## src/rtl/nbm_pkg.sv

```systemverilog
package nbm_pkg;
   typedef enum logic [1:0] {
      RGN_ROM_FIXED = 2'd0,
      RGN_ROM_SWAP  = 2'd1,
      RGN_RAM       = 2'd2,
      RGN_NONE      = 2'd3
   } region_e;

   function automatic region_e decode_region(input logic [15:0] a);
      if (a[15:14] == 2'b00)      return RGN_ROM_FIXED;
      else if (a[15:14] == 2'b01) return RGN_ROM_SWAP;
      else if (a[15:13] == 3'b101) return RGN_RAM;
      else                        return RGN_NONE;
   endfunction
endpackage

```

## src/rtl/nbm_ctrl_regs.sv

```systemverilog
module nbm_ctrl_regs #(
   parameter int BANK_W    = 4,
   parameter int DATA_W    = 8,
   parameter int RST_BANK  = 1,
   parameter int UNLOCK    = 8'h0A
) (
   input  logic              clk,
   input  logic              rst_n,
   input  logic              ctrl_we,
   input  logic              pick_bank,
   input  logic [DATA_W-1:0] wdata,
   output logic              ram_en,
   output logic [BANK_W-1:0] bank
);
   always_ff @(posedge clk or negedge rst_n) begin
      if (!rst_n) begin
         ram_en <= 1'b0;
         bank   <= BANK_W'(RST_BANK);
      end else if (ctrl_we) begin
         if (pick_bank) bank   <= wdata[BANK_W-1:0];
         else           ram_en <= (wdata == DATA_W'(UNLOCK));
      end
   end


   en_hold_chk: assert property (@(posedge clk) disable iff (!rst_n)
      !(ctrl_we && !pick_bank) |=> $stable(ram_en));

   bank_hold_chk: assert property (@(posedge clk) disable iff (!rst_n)
      !(ctrl_we && pick_bank) |=> $stable(bank));

   en_key_chk: assert property (@(posedge clk) disable iff (!rst_n)
      (ctrl_we && !pick_bank && wdata != DATA_W'(UNLOCK)) |=> !ram_en);
endmodule

```

## src/rtl/nbm_rom_map.sv

```systemverilog
module nbm_rom_map #(
   parameter int BANK_W   = 4,
   parameter int OFF_W    = 14,
   parameter bit ZERO_UP  = 1'b1,
   localparam int ROM_AW  = BANK_W + OFF_W
) (
   input  logic              clk,
   input  logic              rst_n,
   input  logic              use_bank,
   input  logic [OFF_W-1:0]  offset,
   input  logic [BANK_W-1:0] bank,
   output logic [ROM_AW-1:0] rom_addr
);
   logic [BANK_W-1:0] eff_bank;

   if (ZERO_UP) begin : g_zero_up
      assign eff_bank = (bank == '0) ? BANK_W'(1) : bank;
   end else begin : g_raw
      assign eff_bank = bank;
   end

   assign rom_addr = use_bank ? {eff_bank, offset} : {{BANK_W{1'b0}}, offset};


   fixed_bank_chk: assert property (@(posedge clk) disable iff (!rst_n)
      !use_bank |-> rom_addr[ROM_AW-1:OFF_W] == '0);

   swap_offset_chk: assert property (@(posedge clk) disable iff (!rst_n)
      use_bank |-> rom_addr[OFF_W-1:0] == offset);
   if (ZERO_UP) begin : g_nz_chk

      swap_nonzero_chk: assert property (@(posedge clk) disable iff (!rst_n)
         use_bank |-> rom_addr[ROM_AW-1:OFF_W] != '0);
   end
endmodule

```

## src/rtl/nbm_nibble_ram.sv

```systemverilog
module nbm_nibble_ram #(
   parameter int DEPTH = 512,
   parameter int W     = 4,
   localparam int IDX_W = $clog2(DEPTH)
) (
   input  logic             clk,
   input  logic             we,
   input  logic [IDX_W-1:0] idx,
   input  logic [W-1:0]     wnib,
   output logic [W-1:0]     rnib
);
   logic [W-1:0] mem [DEPTH];

   always_ff @(posedge clk) begin
      if (we) mem[idx] <= wnib;
   end

   assign rnib = mem[idx];
endmodule

```

## src/rtl/nibble_bank_mapper.sv

```systemverilog
module nibble_bank_mapper #(
   parameter int DATA_W    = 8,
   parameter int BANK_W    = 4,
   parameter int OFF_W     = 14,
   parameter int RAM_DEPTH = 512,
   parameter int RAM_W     = 4,
   parameter int SEL_BIT   = 8,
   parameter bit ZERO_UP   = 1'b1,
   localparam int ROM_AW   = BANK_W + OFF_W,
   localparam int IDX_W    = $clog2(RAM_DEPTH)
) (
   input  logic              clk,
   input  logic              rst_n,
   input  logic [15:0]       cpu_addr,
   input  logic [DATA_W-1:0] cpu_wdata,
   input  logic              cpu_wr,
   input  logic              cpu_rd,
   output logic [ROM_AW-1:0] rom_addr,
   input  logic [DATA_W-1:0] rom_rdata,
   output logic [DATA_W-1:0] cpu_rdata
);
   import nbm_pkg::*;

   if (RAM_W > DATA_W) begin : g_bad_w
      $error("nibble width exceeds data width");
   end
   if (RAM_DEPTH != (1 << IDX_W)) begin : g_bad_depth
      $error("RAM depth must be a power of two");
   end
   if (IDX_W > 13 || SEL_BIT > 13 || OFF_W != 14) begin : g_bad_map
      $error("address map parameters do not fit the 16-bit bus");
   end

   region_e           rgn;
   logic              ram_en;
   logic [BANK_W-1:0] bank;
   logic [RAM_W-1:0]  rnib;
   logic              ctrl_we;
   logic              ram_we;

   assign rgn     = decode_region(cpu_addr);
   assign ctrl_we = cpu_wr && (rgn == RGN_ROM_FIXED);
   assign ram_we  = cpu_wr && (rgn == RGN_RAM) && ram_en;

   nbm_ctrl_regs #(
      .BANK_W (BANK_W),
      .DATA_W (DATA_W)
   ) u_regs (
      .clk       (clk),
      .rst_n     (rst_n),
      .ctrl_we   (ctrl_we),
      .pick_bank (cpu_addr[SEL_BIT]),
      .wdata     (cpu_wdata),
      .ram_en    (ram_en),
      .bank      (bank)
   );

   nbm_rom_map #(
      .BANK_W  (BANK_W),
      .OFF_W   (OFF_W),
      .ZERO_UP (ZERO_UP)
   ) u_map (
      .clk      (clk),
      .rst_n    (rst_n),
      .use_bank (rgn != RGN_ROM_FIXED),
      .offset   (cpu_addr[OFF_W-1:0]),
      .bank     (bank),
      .rom_addr (rom_addr)
   );

   nbm_nibble_ram #(
      .DEPTH (RAM_DEPTH),
      .W     (RAM_W)
   ) u_ram (
      .clk  (clk),
      .we   (ram_we),
      .idx  (cpu_addr[IDX_W-1:0]),
      .wnib (cpu_wdata[RAM_W-1:0]),
      .rnib (rnib)
   );

   always_comb begin
      cpu_rdata = '1;
      if (cpu_rd) begin
         unique case (rgn)
            RGN_ROM_FIXED, RGN_ROM_SWAP: cpu_rdata = rom_rdata;
            RGN_RAM: if (ram_en) cpu_rdata = {{(DATA_W-RAM_W){1'b1}}, rnib};
            default: cpu_rdata = '1;
         endcase
      end
   end


   ram_locked_rd_chk: assert property (@(posedge clk) disable iff (!rst_n)
      (cpu_rd && rgn == RGN_RAM && !ram_en) |-> cpu_rdata == '1);

   ram_high_ones_chk: assert property (@(posedge clk) disable iff (!rst_n)
      (cpu_rd && rgn == RGN_RAM) |-> &cpu_rdata[DATA_W-1:RAM_W]);

   ram_lock_wr_chk: assert property (@(posedge clk) disable iff (!rst_n)
      (cpu_wr && rgn == RGN_RAM && !ram_en) |=> $stable(rnib) || !$stable(cpu_addr));

   idle_bus_chk: assert property (@(posedge clk) disable iff (!rst_n)
      !cpu_rd |-> cpu_rdata == '1);
endmodule

```

## config.mk

```make
export PLATFORM = sky130hd
export DESIGN_NAME = nibble_bank_mapper
export DESIGN_NICKNAME = d
export VERILOG_FILES = /design/src/rtl/nbm_pkg.sv /design/src/rtl/nbm_ctrl_regs.sv /design/src/rtl/nbm_rom_map.sv /design/src/rtl/nbm_nibble_ram.sv /design/src/rtl/nibble_bank_mapper.sv
export SDC_FILE = /design/constraint.sdc
export NUM_CORES = 2
export LEC_CHECK = 0
export CORE_ASPECT_RATIO = 1.1
export CORE_UTILIZATION = 57
export CTS_CLUSTER_DIAMETER = 60
export DETAILED_ROUTE_END_ITERATION = 6
export HOLD_SLACK_MARGIN = 0.03
export PLACE_DENSITY_LB_ADDON = 0.08
export SYNTH_ARGS = -nofsm -noshare
export SYNTH_HDL_FRONTEND = slang
export SYNTH_SLANG_ARGS = --single-unit
```

## constraint.sdc

```tcl
create_clock -name clk -period 4.05 [get_ports clk]
set_input_delay 0.81 -clock clk [delete_from_list [all_inputs] [get_ports clk]]
set_output_delay 0.81 -clock clk [all_outputs]
set_load 0.05 [all_outputs]
```

==> impl_results.md <==
* Core ar. at 141000 µm²
* Rows at 144
* First-pass GRT wire length at 311 mm
* Vias in the first global route at approximately 43000
* Pwr/cell area at 466 nW/µm²
* Hold crit path type: input port to asynchronous set/reset pin
* RD Place Congestion at 0.881
* Largest net degree at the start of global routing at 223
* Final-report setup violation count at 4
* Diode count at 0
* CTS Buf Count at 198
* Largest cells by area after synthesis: edfxtp_1 76%, mux4_2 14%, nor2_1 2.5%
* Crit path largest cell delay at 530 ps
* Non-Filler Instances at 6596
* DP Worst Slack at -1490 ps
* DRT Pass-1 Iters at 6
* Initial Utilization at 57.6%
* Reg2reg start: u_regs.ram_en$_DFFE_PN0P_
* Cell mode on critical path: buf_12
* 1st-iter DRT viols at around 5500
* Share of post-route cells with drive strength above 1 at a little under a third
* PnR worst setup slack at -772 ps
* HPWL after DPL at 142 mm
* Psw at 9500 µW
* Buffers plus inverters on the worst setup path at 5
* CTS max path bufs at 3
* Reg2Reg Depth at 8
* Post-Syn Nets at 4084
* Clk_skew at 33.9 ps
* Final Instance Area at 95500 µm²
* Floorplan die height at 397 µm
* Post-Synthesis Cells at around 4000
* Combinational fraction of design power at 5.9%
* Crit path kind: input port to output pin
* Placed cell area at slightly below 90000 µm²
* VDD IR max at 0.439 mV
* Top-Level Pins at 62
* Max-Cap Viols at 0
* Synth top area share at 75.9%
* CTS tree: built
* Root buf cell: clkbuf_16
* RR Endpoint: u_ram.mem[108][2]$_DFFE_PP_
* Sw Share at between 20% and 30%
* Area leader, netlist: edfxtp_1
* WL/cell at 33.0 µm
* Primary FF master, synth: edfxtp_1
* Area delta synth->final at 17.9%
* Status: finished, violations left
* Ys Warns at 0
* Area of the mapped netlist at 81000 µm²
* Clk pwr share at 41.5%
* Reg power frac at 52.6%
* Die area at ~140000 µm²
* Fin. Hold Viols at 0
* Final Cycle Share at 119%
* Total Routing Usage GR at 30.8%
* DP Cell Count at about 6200
* # clock sinks at 2053
* Filler cells at ~9000
* CP cell instances: buf_16, buf_12, buf_12, buf_4, mux4_2, mux4_2, nand3_2, nand3_2, nor4b_4, nand4_1, o32a_4, buf_12
* Initial antenna violation count at 5
* RSZ-0062 raised after global routing: true
* Critical Path AT at about 4000 ps
* DR vias at roughly 43000
* Library cells used by synthesis at 58
* Register area share after synthesis at 76.1%
* DIE WIDTH at ~360 µm
* Critical path's top delay family: multiplexers
* Pins Over Slew Limit at 0
* P_int at 34900 µW
* Cell with the most instances after synthesis: edfxtp_1
* Post-synth EDFFs at 2048
* Total grt overflow at 0
* Worst-Skew Late Latency at 840 ps
* Maximum fanout along the worst path at 8
* #FFs+latches synth at 2053
* # port buffers at 53
* Peak Freq at around 210 MHz
* Fraction of registers with async set/reset at less than 1%
* Minimum clock period at between 4000 and 5000 ps
* Post-DR vias/cell at 6.52
* Synth cell count leaders: 2048 x edfxtp_1, 542 x nor2_1, 511 x mux4_2, 155 x nand2_1, 146 x clkbuf_1
* Slowest CP cell: mux4_2
* Layout Nets at 4644
* Relative slew slack at 19.4%
* Static leakage at 0.0308 µW
* Setup crit start kind: input port
* Synthesized area per cell at 20.0 µm²
* Measured slew at the worst slew-check pin at 1210 ps
* Worst-path clk slew at 60 ps
* Failing checks: setup timing
* H-tree Lvls at 4
* CTS Hold Bufs at 0
* Worst R2R Setup Slack at about 1400 ps
* Worst setup EP type: output pin
* Critical path required time at 3240 ps
* Antenna-violating nets left at 0
* Final wirelength at 218 mm
* Residual DRC at 0
worst max path at each step:
stage	cells after the start	startpoint	to	slack [ps]
detailed placement	12	cpu_addr[0]	cpu_rdata[2]	-1490
global route	11	cpu_addr[0]	cpu_rdata[1]	-720
finish	12	cpu_addr[0]	cpu_rdata[1]	-770
global placement	12	cpu_addr[0]	cpu_rdata[2]	-1500
CTS	8	u_ram.mem[247][1]$_DFFE_PP_	cpu_rdata[1]	-730
floorplan	9	cpu_addr[0]	cpu_rdata[2]	0.4
logic make-up after synthesis:
kind of cell / count (synthesis) / share of synthesized area (%)
AO/OA/AOI/OAI: 215 / 1.98
AND/OR/NAND/NOR: 850 / 4.38
flip-flops: 2053 / 76.1
buffers and inverters: 288 / 1.71
multiplexers: 642 / 15.8
routing by layer:
metal	vias to the layer above	part of all wire (%)	global-route usage, %
met3	390	8.5	5.20
met2	2190	49	49.3
met1	22725	39	43.8
met5	-	0.0069	0
met4	2	3.3	10.2
li1	17689	-	-
layout make-up:
class | count | area [µm²] | share of cell area, %
clock inverters | 133 | 1430 | 1.50
repair buffers | 645 | 6580 | 6.90
inverters | 3 | 16.3 | 0.0170
multi-input cells | 1707 | 18400 | 19.3
well taps | 1825 | 2280 | 2.39
clock buffers | 230 | 5070 | 5.32
flip-flops and latches | 2053 | 61600 | 64.6
power groups by stage:
stage               logic [µW]  clock network, µW  registers [µW]
floorplan                 1200                  0           23800
global placement          2470                  0           23800
detailed placement        2490                  0           23800
CTS                       2570              18600           23400
global route              2710              19400           23400
finish                    2600              18500           23400
what timing repair did:
action | 4_1_cts | 5_1_grt
resized for setup | 47 | 38
setup endpoints to repair | 4 | 4
buffers inserted | 20 | 17
gates cloned | 4 | 0
pin swaps | 10 | 20
placed cells by master, fill, tap and decap left out, types with 6 or more instances in the layout:
master	n
a31oi_1	9
nand4_1	18
a32oi_1	21
nor3_1	14
nor2_1	538
nand2_4	16
o21ai_0	13
clkinv_2	40
clkdlybuf4s50_1	38
edfxtp_1	2048
a21oi_1	24
nor4_1	13
clkinv_8	6
clkbuf_16	198
clkbuf_1	32
a22o_1	18
buf_8	7
mux4_2	511
buf_6	12
and3_1	10
a221oi_1	12
o22ai_1	8
clkinvlp_4	9
nand3_1	34
clkinv_1	43
nor2b_1	10
bufinv_16	22
mux2i_1	122
mux2_2	8
nand2_1	136
buf_4	470
a22oi_1	57
buf_12	102
buf_16	11
nand2b_1	10
worst reg2reg max path, cell delays in order, from the launching register on:
cell and delay (ps):
dfrtp_1 340, and4b_1 240, buf_4 140, nand2_1 120, nor3_1 170, buf_4 210, nand2_4 280, buf_12 320
nor2_1 520
per-stage QoR:
stage / setup TNS, ps / total power [µW] / util (%) / hold slack [ps]
2_1_floorplan: 0 / 25000 / - / 465
3_3_place_gp: -4540 / 26300 / 62.7 / 484
3_5_place_dp: -4450 / 26300 / 62.7 / 500
4_1_cts: -2770 / 44600 / 67.7 / 158
5_1_grt: -2700 / 45500 / 67.9 / 196
6_report: -2750 / 44400 / 67.9 / 193
registers in the layout (all words and copies together), names as in the netlist:
register	flops
u_regs.bank	4
u_ram.mem	2048
u_regs.ram_en	1
No activity file was read; power rests on OpenSTA's default activity.
